[src/rtl/ssb_pkg.sv]
package ssb_pkg;

    typedef enum logic [1:0] {
        SLOT_FREE = 2'b00,
        SLOT_HELD = 2'b10,
        SLOT_SPEC = 2'b11
    } slot_state_e;

    // a older than b in a modular space of w bits (w <= 16)
    function automatic logic seq_older(input logic [15:0] a, input logic [15:0] b, input int w);
        logic [15:0] d;
        d = (b - a) & ((16'd1 << w) - 16'd1);
        return (d != 16'd0) && !d[w-1];
    endfunction

endpackage

[src/rtl/ssb_entry.sv]
module ssb_entry
    import ssb_pkg::*;
#(
    parameter int AW = 8,
    parameter int DW = 16,
    parameter int SW = 5
) (
    input  logic          clk,
    input  logic          rst_n,
    input  logic          alloc,
    input  logic [SW-1:0] ex_seq,
    input  logic [AW-1:0] ex_addr,
    input  logic [DW-1:0] ex_data,
    input  logic          cm_valid,
    input  logic [SW-1:0] cm_seq,
    input  logic          ab_valid,
    input  logic [SW-1:0] ab_seq,
    input  logic          drain,
    output logic          valid_o,
    output logic          spec_o,
    output logic [SW-1:0] seq_o,
    output logic [AW-1:0] addr_o,
    output logic [DW-1:0] data_o
);

    slot_state_e state_q, state_d;

    always_comb begin
        state_d = state_q;
        unique case (state_q)
            SLOT_FREE: if (alloc) state_d = SLOT_SPEC;
            SLOT_SPEC: begin
                if (ab_valid && ab_seq == seq_o)      state_d = SLOT_FREE;
                else if (cm_valid && cm_seq == seq_o) state_d = SLOT_HELD;
            end
            SLOT_HELD: if (drain) state_d = SLOT_FREE;
            default:   state_d = SLOT_FREE;
        endcase
    end

    always_ff @(posedge clk) begin
        if (!rst_n) state_q <= SLOT_FREE;
        else        state_q <= state_d;
    end

    always_ff @(posedge clk) begin
        if (alloc && state_q == SLOT_FREE) begin
            seq_o  <= ex_seq;
            addr_o <= ex_addr;
            data_o <= ex_data;
        end
    end

    always_comb begin
        valid_o = state_q[1];
        spec_o  = state_q[0];
    end

endmodule

[src/rtl/ssb_pick.sv]
module ssb_pick
    import ssb_pkg::*;
#(
    parameter int DEPTH = 4,
    parameter int AW    = 8,
    parameter int SW    = 5,
    parameter int IW    = $clog2(DEPTH)
) (
    input  logic [DEPTH-1:0]         valid_vec,
    input  logic [DEPTH-1:0]         spec_vec,
    input  logic [DEPTH-1:0][SW-1:0] seq_arr,
    input  logic [DEPTH-1:0][AW-1:0] addr_arr,
    input  logic                     ld_valid,
    input  logic [SW-1:0]            ld_seq,
    input  logic [AW-1:0]            ld_addr,
    output logic [DEPTH-1:0]         free_oh,
    output logic                     has_free,
    output logic                     dr_found,
    output logic [IW-1:0]            dr_idx,
    output logic                     ld_found,
    output logic [IW-1:0]            ld_idx
);

    logic [SW-1:0] dr_best;
    logic [SW-1:0] ld_best;

    // lowest-index free slot
    always_comb begin
        free_oh  = '0;
        has_free = 1'b0;
        for (int i = 0; i < DEPTH; i++) begin
            if (!valid_vec[i] && !has_free) begin
                free_oh[i] = 1'b1;
                has_free   = 1'b1;
            end
        end
    end

    // oldest retired slot
    always_comb begin
        dr_found = 1'b0;
        dr_idx   = '0;
        dr_best  = '0;
        for (int i = 0; i < DEPTH; i++) begin
            if (valid_vec[i] && !spec_vec[i] &&
                (!dr_found || seq_older(16'(seq_arr[i]), 16'(dr_best), SW))) begin
                dr_found = 1'b1;
                dr_idx   = IW'(i);
                dr_best  = seq_arr[i];
            end
        end
    end

    // youngest matching slot older than the load
    always_comb begin
        ld_found = 1'b0;
        ld_idx   = '0;
        ld_best  = '0;
        for (int i = 0; i < DEPTH; i++) begin
            if (ld_valid && valid_vec[i] && addr_arr[i] == ld_addr &&
                seq_older(16'(seq_arr[i]), 16'(ld_seq), SW) &&
                (!ld_found || seq_older(16'(ld_best), 16'(seq_arr[i]), SW))) begin
                ld_found = 1'b1;
                ld_idx   = IW'(i);
                ld_best  = seq_arr[i];
            end
        end
    end

endmodule

[src/rtl/ssb_top.sv]
module ssb_top #(
    parameter int DEPTH = 4,
    parameter int AW    = 8,
    parameter int DW    = 16,
    parameter int SW    = 5
) (
    input  logic          clk,
    input  logic          rst_n,
    input  logic          ex_valid,
    output logic          ex_ready,
    input  logic [SW-1:0] ex_seq,
    input  logic [AW-1:0] ex_addr,
    input  logic [DW-1:0] ex_data,
    input  logic          cm_valid,
    input  logic [SW-1:0] cm_seq,
    input  logic          ab_valid,
    input  logic [SW-1:0] ab_seq,
    input  logic          ld_valid,
    input  logic [SW-1:0] ld_seq,
    input  logic [AW-1:0] ld_addr,
    input  logic [DW-1:0] ld_cache_data,
    output logic          ld_hit,
    output logic [DW-1:0] ld_data,
    output logic          dr_valid,
    input  logic          dr_ready,
    output logic [AW-1:0] dr_addr,
    output logic [DW-1:0] dr_data
);

    localparam int IW = $clog2(DEPTH);

    logic [DEPTH-1:0]         valid_vec;
    logic [DEPTH-1:0]         spec_vec;
    logic [DEPTH-1:0][SW-1:0] seq_arr;
    logic [DEPTH-1:0][AW-1:0] addr_arr;
    logic [DEPTH-1:0][DW-1:0] data_arr;
    logic [DEPTH-1:0]         free_oh;
    logic                     has_free;
    logic                     dr_found;
    logic [IW-1:0]            dr_idx;
    logic                     ld_found;
    logic [IW-1:0]            ld_idx;

    for (genvar g = 0; g < DEPTH; g++) begin : g_slot
        ssb_entry #(.AW(AW), .DW(DW), .SW(SW)) u_entry (
            .clk      (clk),
            .rst_n    (rst_n),
            .alloc    (ex_valid && has_free && free_oh[g]),
            .ex_seq   (ex_seq),
            .ex_addr  (ex_addr),
            .ex_data  (ex_data),
            .cm_valid (cm_valid),
            .cm_seq   (cm_seq),
            .ab_valid (ab_valid),
            .ab_seq   (ab_seq),
            .drain    (dr_found && dr_ready && dr_idx == IW'(g)),
            .valid_o  (valid_vec[g]),
            .spec_o   (spec_vec[g]),
            .seq_o    (seq_arr[g]),
            .addr_o   (addr_arr[g]),
            .data_o   (data_arr[g])
        );
    end

    ssb_pick #(.DEPTH(DEPTH), .AW(AW), .SW(SW), .IW(IW)) u_pick (
        .valid_vec (valid_vec),
        .spec_vec  (spec_vec),
        .seq_arr   (seq_arr),
        .addr_arr  (addr_arr),
        .ld_valid  (ld_valid),
        .ld_seq    (ld_seq),
        .ld_addr   (ld_addr),
        .free_oh   (free_oh),
        .has_free  (has_free),
        .dr_found  (dr_found),
        .dr_idx    (dr_idx),
        .ld_found  (ld_found),
        .ld_idx    (ld_idx)
    );

    always_comb begin
        ex_ready = has_free;
        ld_hit   = ld_found;
        ld_data  = ld_found ? data_arr[ld_idx] : ld_cache_data;
        dr_valid = dr_found;
        dr_addr  = addr_arr[dr_idx];
        dr_data  = data_arr[dr_idx];
    end

endmodule

[config.mk]
export PLATFORM = sky130hd
export DESIGN_NAME = ssb_top
export DESIGN_NICKNAME = d
export VERILOG_FILES = /design/src/rtl/ssb_pkg.sv /design/src/rtl/ssb_entry.sv /design/src/rtl/ssb_pick.sv /design/src/rtl/ssb_top.sv
export SDC_FILE = /design/constraint.sdc
export NUM_CORES = 1
export LEC_CHECK = 0
export ABC_AREA = 1
export BUFFER_PORTS_ARGS = -buffer_cell sky130_fd_sc_hd__buf_2
export CAP_MARGIN = 25
export CORE_ASPECT_RATIO = 1.4
export CORE_MARGIN = 8
export CORE_UTILIZATION = 35
export CTS_BUF_LIST = sky130_fd_sc_hd__clkbuf_4 sky130_fd_sc_hd__clkbuf_8
export DETAILED_ROUTE_END_ITERATION = 16
export PLACE_DENSITY_LB_ADDON = 0.3
export SYNTH_ARGS = -nofsm -noshare
export SYNTH_HDL_FRONTEND = slang
export SYNTH_SLANG_ARGS = --single-unit
[constraint.sdc]
create_clock -name clk -period 12.35 [get_ports clk]
set_clock_uncertainty 0.15 [all_clocks]
set_input_delay 1.8525 -clock clk [delete_from_list [all_inputs] [get_ports clk]]
set_output_delay 1.8525 -clock clk [all_outputs]
set_load 0.01 [all_outputs]
Word level (Yosys, flattened, before mapping)
Index checks and enable logic that the tools add are counted.

storage, ports and cells
  output and inout port bits = 43
  input port bits = 75
  flip-flop bits (word level) = 124

operators by class
  order comparisons = 2
  muxes and demuxes = 54
  eq/ne operators = 35
  reduce and logical (&&, ||, !) cells = 107
  add/subtract/negate cells = 10

operators with widths
  operator                                                              number
  16-bit nonzero test                                                   10
  16-bit binary-select mux with 2-bit select                            2
  1-bit logical AND                                                     57
  5-bit subtractor                                                      10
  16-bit two-way mux                                                    3
  5-bit == test                                                         8
  2-bit two-way mux                                                     20
  8-bit == test                                                         4
  5-bit two-way mux                                                     6
  1-bit logical NOT                                                     25
  2-bit one-hot mux with 3 select lines                                 4
  2-bit == test, second input constant                                  10
  1-bit two-way mux                                                     17
  8-bit binary-select mux with 2-bit select                             1
  2-bit by 1-bit != test with 1-bit output, second input constant       8
  3-bit by 1-bit != test with 1-bit output, second input constant       4
  3-bit AND reduction                                                   4
  2-bit logical NOT                                                     5
  8-bit two-way mux                                                     1
  1-bit logical OR                                                      6
  2-bit by 3-bit < comparator with 1-bit output, second input constant  2
  2-bit by 1-bit == test with 1-bit output, second input constant       1

Longest topological paths before layout
  depth after elaboration = 26
  gate-level depth with buffers = 58
  depth with buffers taken out = 55

Cells and area by module
A second synthesis with hierarchy kept.

unflattened totals
  cells, all modules = 1,309
  area, all modules = 9,401.5 µm²

modules (own cells, without submodules)
  module     cells each  area an instance (µm²)  times used  seq. area each (µm²)
  ssb_entry  107         1,261.2                 4           910.9
  ssb_pick   502         2,778.9                 1           0.0
  ssb_top    379         1,577.8                 1           0.0

Worst setup path after synthesis
Ideal clock, no wire load.

  path kind = input port to output port
  start = in ld_seq[3]
  end = out ld_data[6]
  slack = 2.519 ns
  arrival = 7.828 ns
  path buffers = 3
  required time = 10.347 ns
  cell stages on the path = 50
  cells stage by stage = ha_1 -> a21oi_1 -> nand2_1 -> nand2_1 -> a21boi_0 -> nand2_1 -> inv_1 -> nand2_1 -> ha_1 -> a21oi_1 -> nand3b_1 -> nand2_1 -> nand2_1 -> nand2_1 -> nand3_2 -> nand2_2 -> buf_4 -> clkinv_1 -> [... 14 more ...] -> o21ai_0 -> inv_1 -> ha_1 -> o21bai_1 -> a21o_1 -> a21o_1 -> xor2_1 -> inv_1 -> nand3_1 -> nand2_1 -> nand2_1 -> nand2_2 -> nand2_4 -> buf_2 -> o2111ai_1 -> nand2_1 -> nand2_1 -> nand2_1

on the way
  word-level cells in the longest chain between the ends = 26
  elaborated cells between the ends (all ways) = 54

ends and longest elaborated chain
  what                                                      RTL line        text
  start, declared                                           ssb_top.sv:19   input logic [SW-1:0] ld_seq,
  5-bit subtractor                                          ssb_pkg.sv:12   d = (b - a) & ((16'd1 << w) - 16'd1);
  16-bit nonzero test or 1-bit logical NOT (tied branches)  ssb_pkg.sv:13   return (d != 16'd0) && !d[w-1];
  1-bit logical AND                                         ssb_pkg.sv:13
  1-bit logical AND                                         ssb_pick.sv:60  if (ld_valid && valid_vec[i] && addr_arr[i] == ld_addr &&
  5-bit two-way mux                                         ssb_pick.sv:60
  5-bit subtractor                                          ssb_pkg.sv:12
  16-bit nonzero test or 1-bit logical NOT (tied branches)  ssb_pkg.sv:13
  1-bit logical AND                                         ssb_pkg.sv:13
  [... 10 more ...]                                         n/a
  16-bit nonzero test or 1-bit logical NOT (tied branches)  ssb_pkg.sv:13
  1-bit logical AND                                         ssb_pkg.sv:13
  1-bit logical OR                                          ssb_pick.sv:62  (!ld_found || seq_older(16'(ld_best), 16'(seq_arr[i]), SW))) begin
  1-bit logical AND                                         ssb_pick.sv:61  seq_older(16'(seq_arr[i]), 16'(ld_seq), SW) &&
  2-bit two-way mux                                         ssb_pick.sv:60
  16-bit binary-select mux with 2-bit select                ssb_top.sv:84   ld_data = ld_found ? data_arr[ld_idx] : ld_cache_data;
  16-bit two-way mux (not written as such)                  ssb_top.sv:84
  16-bit two-way mux *                                      ssb_top.sv:84
  end, declared                                             ssb_top.sv:23   output logic [DW-1:0] ld_data,

Mark *: on every way between the ends. The rest lies on a longest branch, timed or not. The select of a mux whose other input is x is not followed.

Final worst setup path
  start = in ld_seq[3]
  end = out ld_data[11]

The elaborated chain is that of the path after synthesis.

==> metrics <==
max cap viols=0; most common cell after layout, fill and taps aside=nand2_1; Post-CTS Hold Buffers=0; Slew Viols, Final=0; Routed Antenna Nets=0; Slew Limit Headroom=0.323; Max VDD drop=75.5 µV; clk buf depth=2; Initial Util=0.356; Switch Pwr=639 µW; Worst path slowest cell=clkinv_1; # Post-CTS Setup Buffers=0; worst path bufs/invs=7; DRC violations left=0; DRT iter0 DRCs=498; IO buf count=117; CP top delay family=simple AND/OR/NAND/NOR gates; CTS buffer count=17; latest clock arrival within the worst-skew pair=0.45 ns; setup_tns=0 ns; CP arrival=9.47 ns; Comb power frac=0.424; # placed instances=1474; Critical Path Max Stage Delay=0.39 ns; sequential power share=0.358; vias=7936; Site Rows=68; GP Congestion=0.933; Crit path required time=10.35 ns; Post-Place Setup Slack=0.920 ns; DRT Pass-1 Iters=5; count of final setup violators=0; Post-CTS Resized=0; Die Span Y=203 µm; Die Span X=150 µm; layout cell share with drive strength beyond 1=0.172; internal power=937 µW; CTS H-tree lvls=4; fmax=87.1 MHz; RSZ-0062 raised after global routing=no; non-filler cells, final=1505; leakage=4.53 nW; I/O pin count=118; Synth Cell Area=8770 µm²; CORE AREA=24700 µm²; final WL=27.4 mm; sequential share of the synthesized area=0.415; area grow syn2layout=14.9%; crit path capture type=output port; dominant cell type by area after synthesis=edfxtp_1; hpwl dp=21.2 mm; Clk pwr share=0.218; Fillers=2506; ANT cells=0; fin area=10100 µm²; worst setup margin=0.873 ns; Global Route Usage Sum=0.180; Syn Area/Cell=8.21 µm²; switch share=0.406; TritonCTS clock tree=done; die area=30500 µm²; via density per instance=5.27; total grt overflow=0; CP max FO=33; clk sinks=124; Synth area leaders=edfxtp_1, nand2_1, ha_1, inv_1, nand3_1; syn_nets=1195; post-synth cell types=46; flops & latches, synth=124; Synth top area share=0.397; Critical Path Most Common Cell=nand2_1; overall power=1.58 mW; startpoint types=input pin; most frequent cells in the layout=nand2_1, inv_1, buf_2; largest net degree at the start of global routing=34; antenna violations before repair=1; Final Hold Vio Count=0; critical path type=in2out; Root Buffer=clkbuf_8; Tcrit/Tclk final=0.929; post-synthesis cell count=1068; Post-DP Area=9700 µm²; worst-margin pin slew=1.01 ns; clk slew on worst S/H paths=0.07 ns; fin nets=1305; PwrDens=156 nW/µm²; Synth warnings=0; HP Class=reg2reg; outcome=completed; vias in the first global route=8024; first-pass GRT wire length=42.2 mm; Routed wire per std cell=18.2 µm; Final min period=11.48 ns
-- power by group through the flow --
stage          Clock [mW]  Combinational (mW)  Sequential [mW]
4_1_cts             0.351               0.673            0.564
2_1_floorplan           0               0.446            0.550
3_3_place_gp            0               0.655            0.573
6_report            0.344               0.668            0.564
3_5_place_dp            0               0.668            0.573
5_1_grt             0.366               0.744            0.569
-- kinds of logic (layout without fill, tap and decap cells) --
| group | after synthesis | after routing | synth area share |
|---|---|---|---|
| AO/OA/AOI/OAI | 149 | 149 | 0.117 |
| XOR/XNOR | 43 | 43 | 0.0438 |
| adder cells (fa/ha/maj) | 52 | 52 | 0.0742 |
| buffers and inverters | 176 | 298 | 0.0817 |
| flip-flops | 124 | 124 | 0.415 |
| AND/OR/NAND/NOR | 524 | 524 | 0.268 |
-- worst reg2reg max path: cells and delay by family, from the launching register on --
| family | cells | cell delay, ns |
|---|---|---|
| buffers and inverters | 3 | 0.21 |
| xor gates and xnor gates | 2 | 0.31 |
| DFF | 1 | 0.56 |
| adders and majority gates | 4 | 1.28 |
| AOI/OAI and AO/OA | 8 | 1.61 |
| and+or+nand+nor | 24 | 3.32 |
-- Yosys cell counts (all sizes together) --
| library cell | number |
|---|---|
| a2111oi | 1 |
| a211oi | 2 |
| a21boi | 1 |
| a21o | 6 |
| a21oi | 37 |
| a221oi | 15 |
| a31o | 1 |
| a32o | 1 |
| and3 | 2 |
| buf | 22 |
| clkbuf | 11 |
| clkinv | 2 |
| dfxtp | 8 |
| edfxtp | 116 |
| ha | 52 |
| inv | 141 |
| nand2 | 322 |
| nand3 | 84 |
| nand3b | 8 |
| nand4 | 24 |
| nor2 | 45 |
| nor3 | 10 |
| nor3b | 6 |
| nor4 | 4 |
| o2111a | 1 |
| o2111ai | 35 |
| o21ai | 25 |
| o21bai | 9 |
| o22ai | 15 |
| or2 | 19 |
| xnor2 | 19 |
| xor2 | 24 |
-- flip-flops by register name, indices dropped and copies added (netlist names) --
register and flops:
g_slot.u_entry.data_o 64, g_slot.u_entry.state_q 8, g_slot.u_entry.addr_o 32, g_slot.u_entry.seq_o 20
-- metal layers --
metal | GRT usage | vias to the layer above | share of wire
li1 | - | 3883 | -
met1 | 0.192 | 3699 | 0.39
met2 | 0.327 | 286 | 0.52
met3 | 0.0306 | 66 | 0.050
met4 | 0.100 | 2 | 0.047
met5 | 0 | - | 0.00059
-- path summary, 6_finish.rpt --
path	slack, ns	depth (start not counted)	startpoint	to
worst min register to register	0.34	2	g_slot[0].u_entry.state_q[0]	g_slot[0].u_entry.state_q[0]
worst max-delay path	0.87	50	ld_seq[3]	ld_data[11]
worst max register to register	4.88	41	g_slot[0].u_entry.state_q[1]	g_slot[1].u_entry.state_q[1]
worst min-delay path	0.34	2	g_slot[0].u_entry.state_q[0]	g_slot[0].u_entry.state_q[0]
-- metrics by stage --
| stage | hold slack (ns) | utilization |
|---|---|---|
| detailed placement | 0.334 | 0.393 |
| floorplan | 0.308 | - |
| global placement | 0.325 | 0.390 |
| CTS | 0.346 | 0.409 |
| finish | 0.345 | 0.409 |
| global route | 0.369 | 0.409 |
-- area by class of cell --
class	instances	area (µm²)	share of cell area
well taps	315	394	0.0391
clock inverters	14	146	0.0145
inverters	143	537	0.0532
flip-flops and latches	124	3640	0.361
repair buffers	124	683	0.0678
clock buffers	17	234	0.0232
multi-input cells	768	4440	0.441
Note: power is estimated with default switching activity, not from simulation.
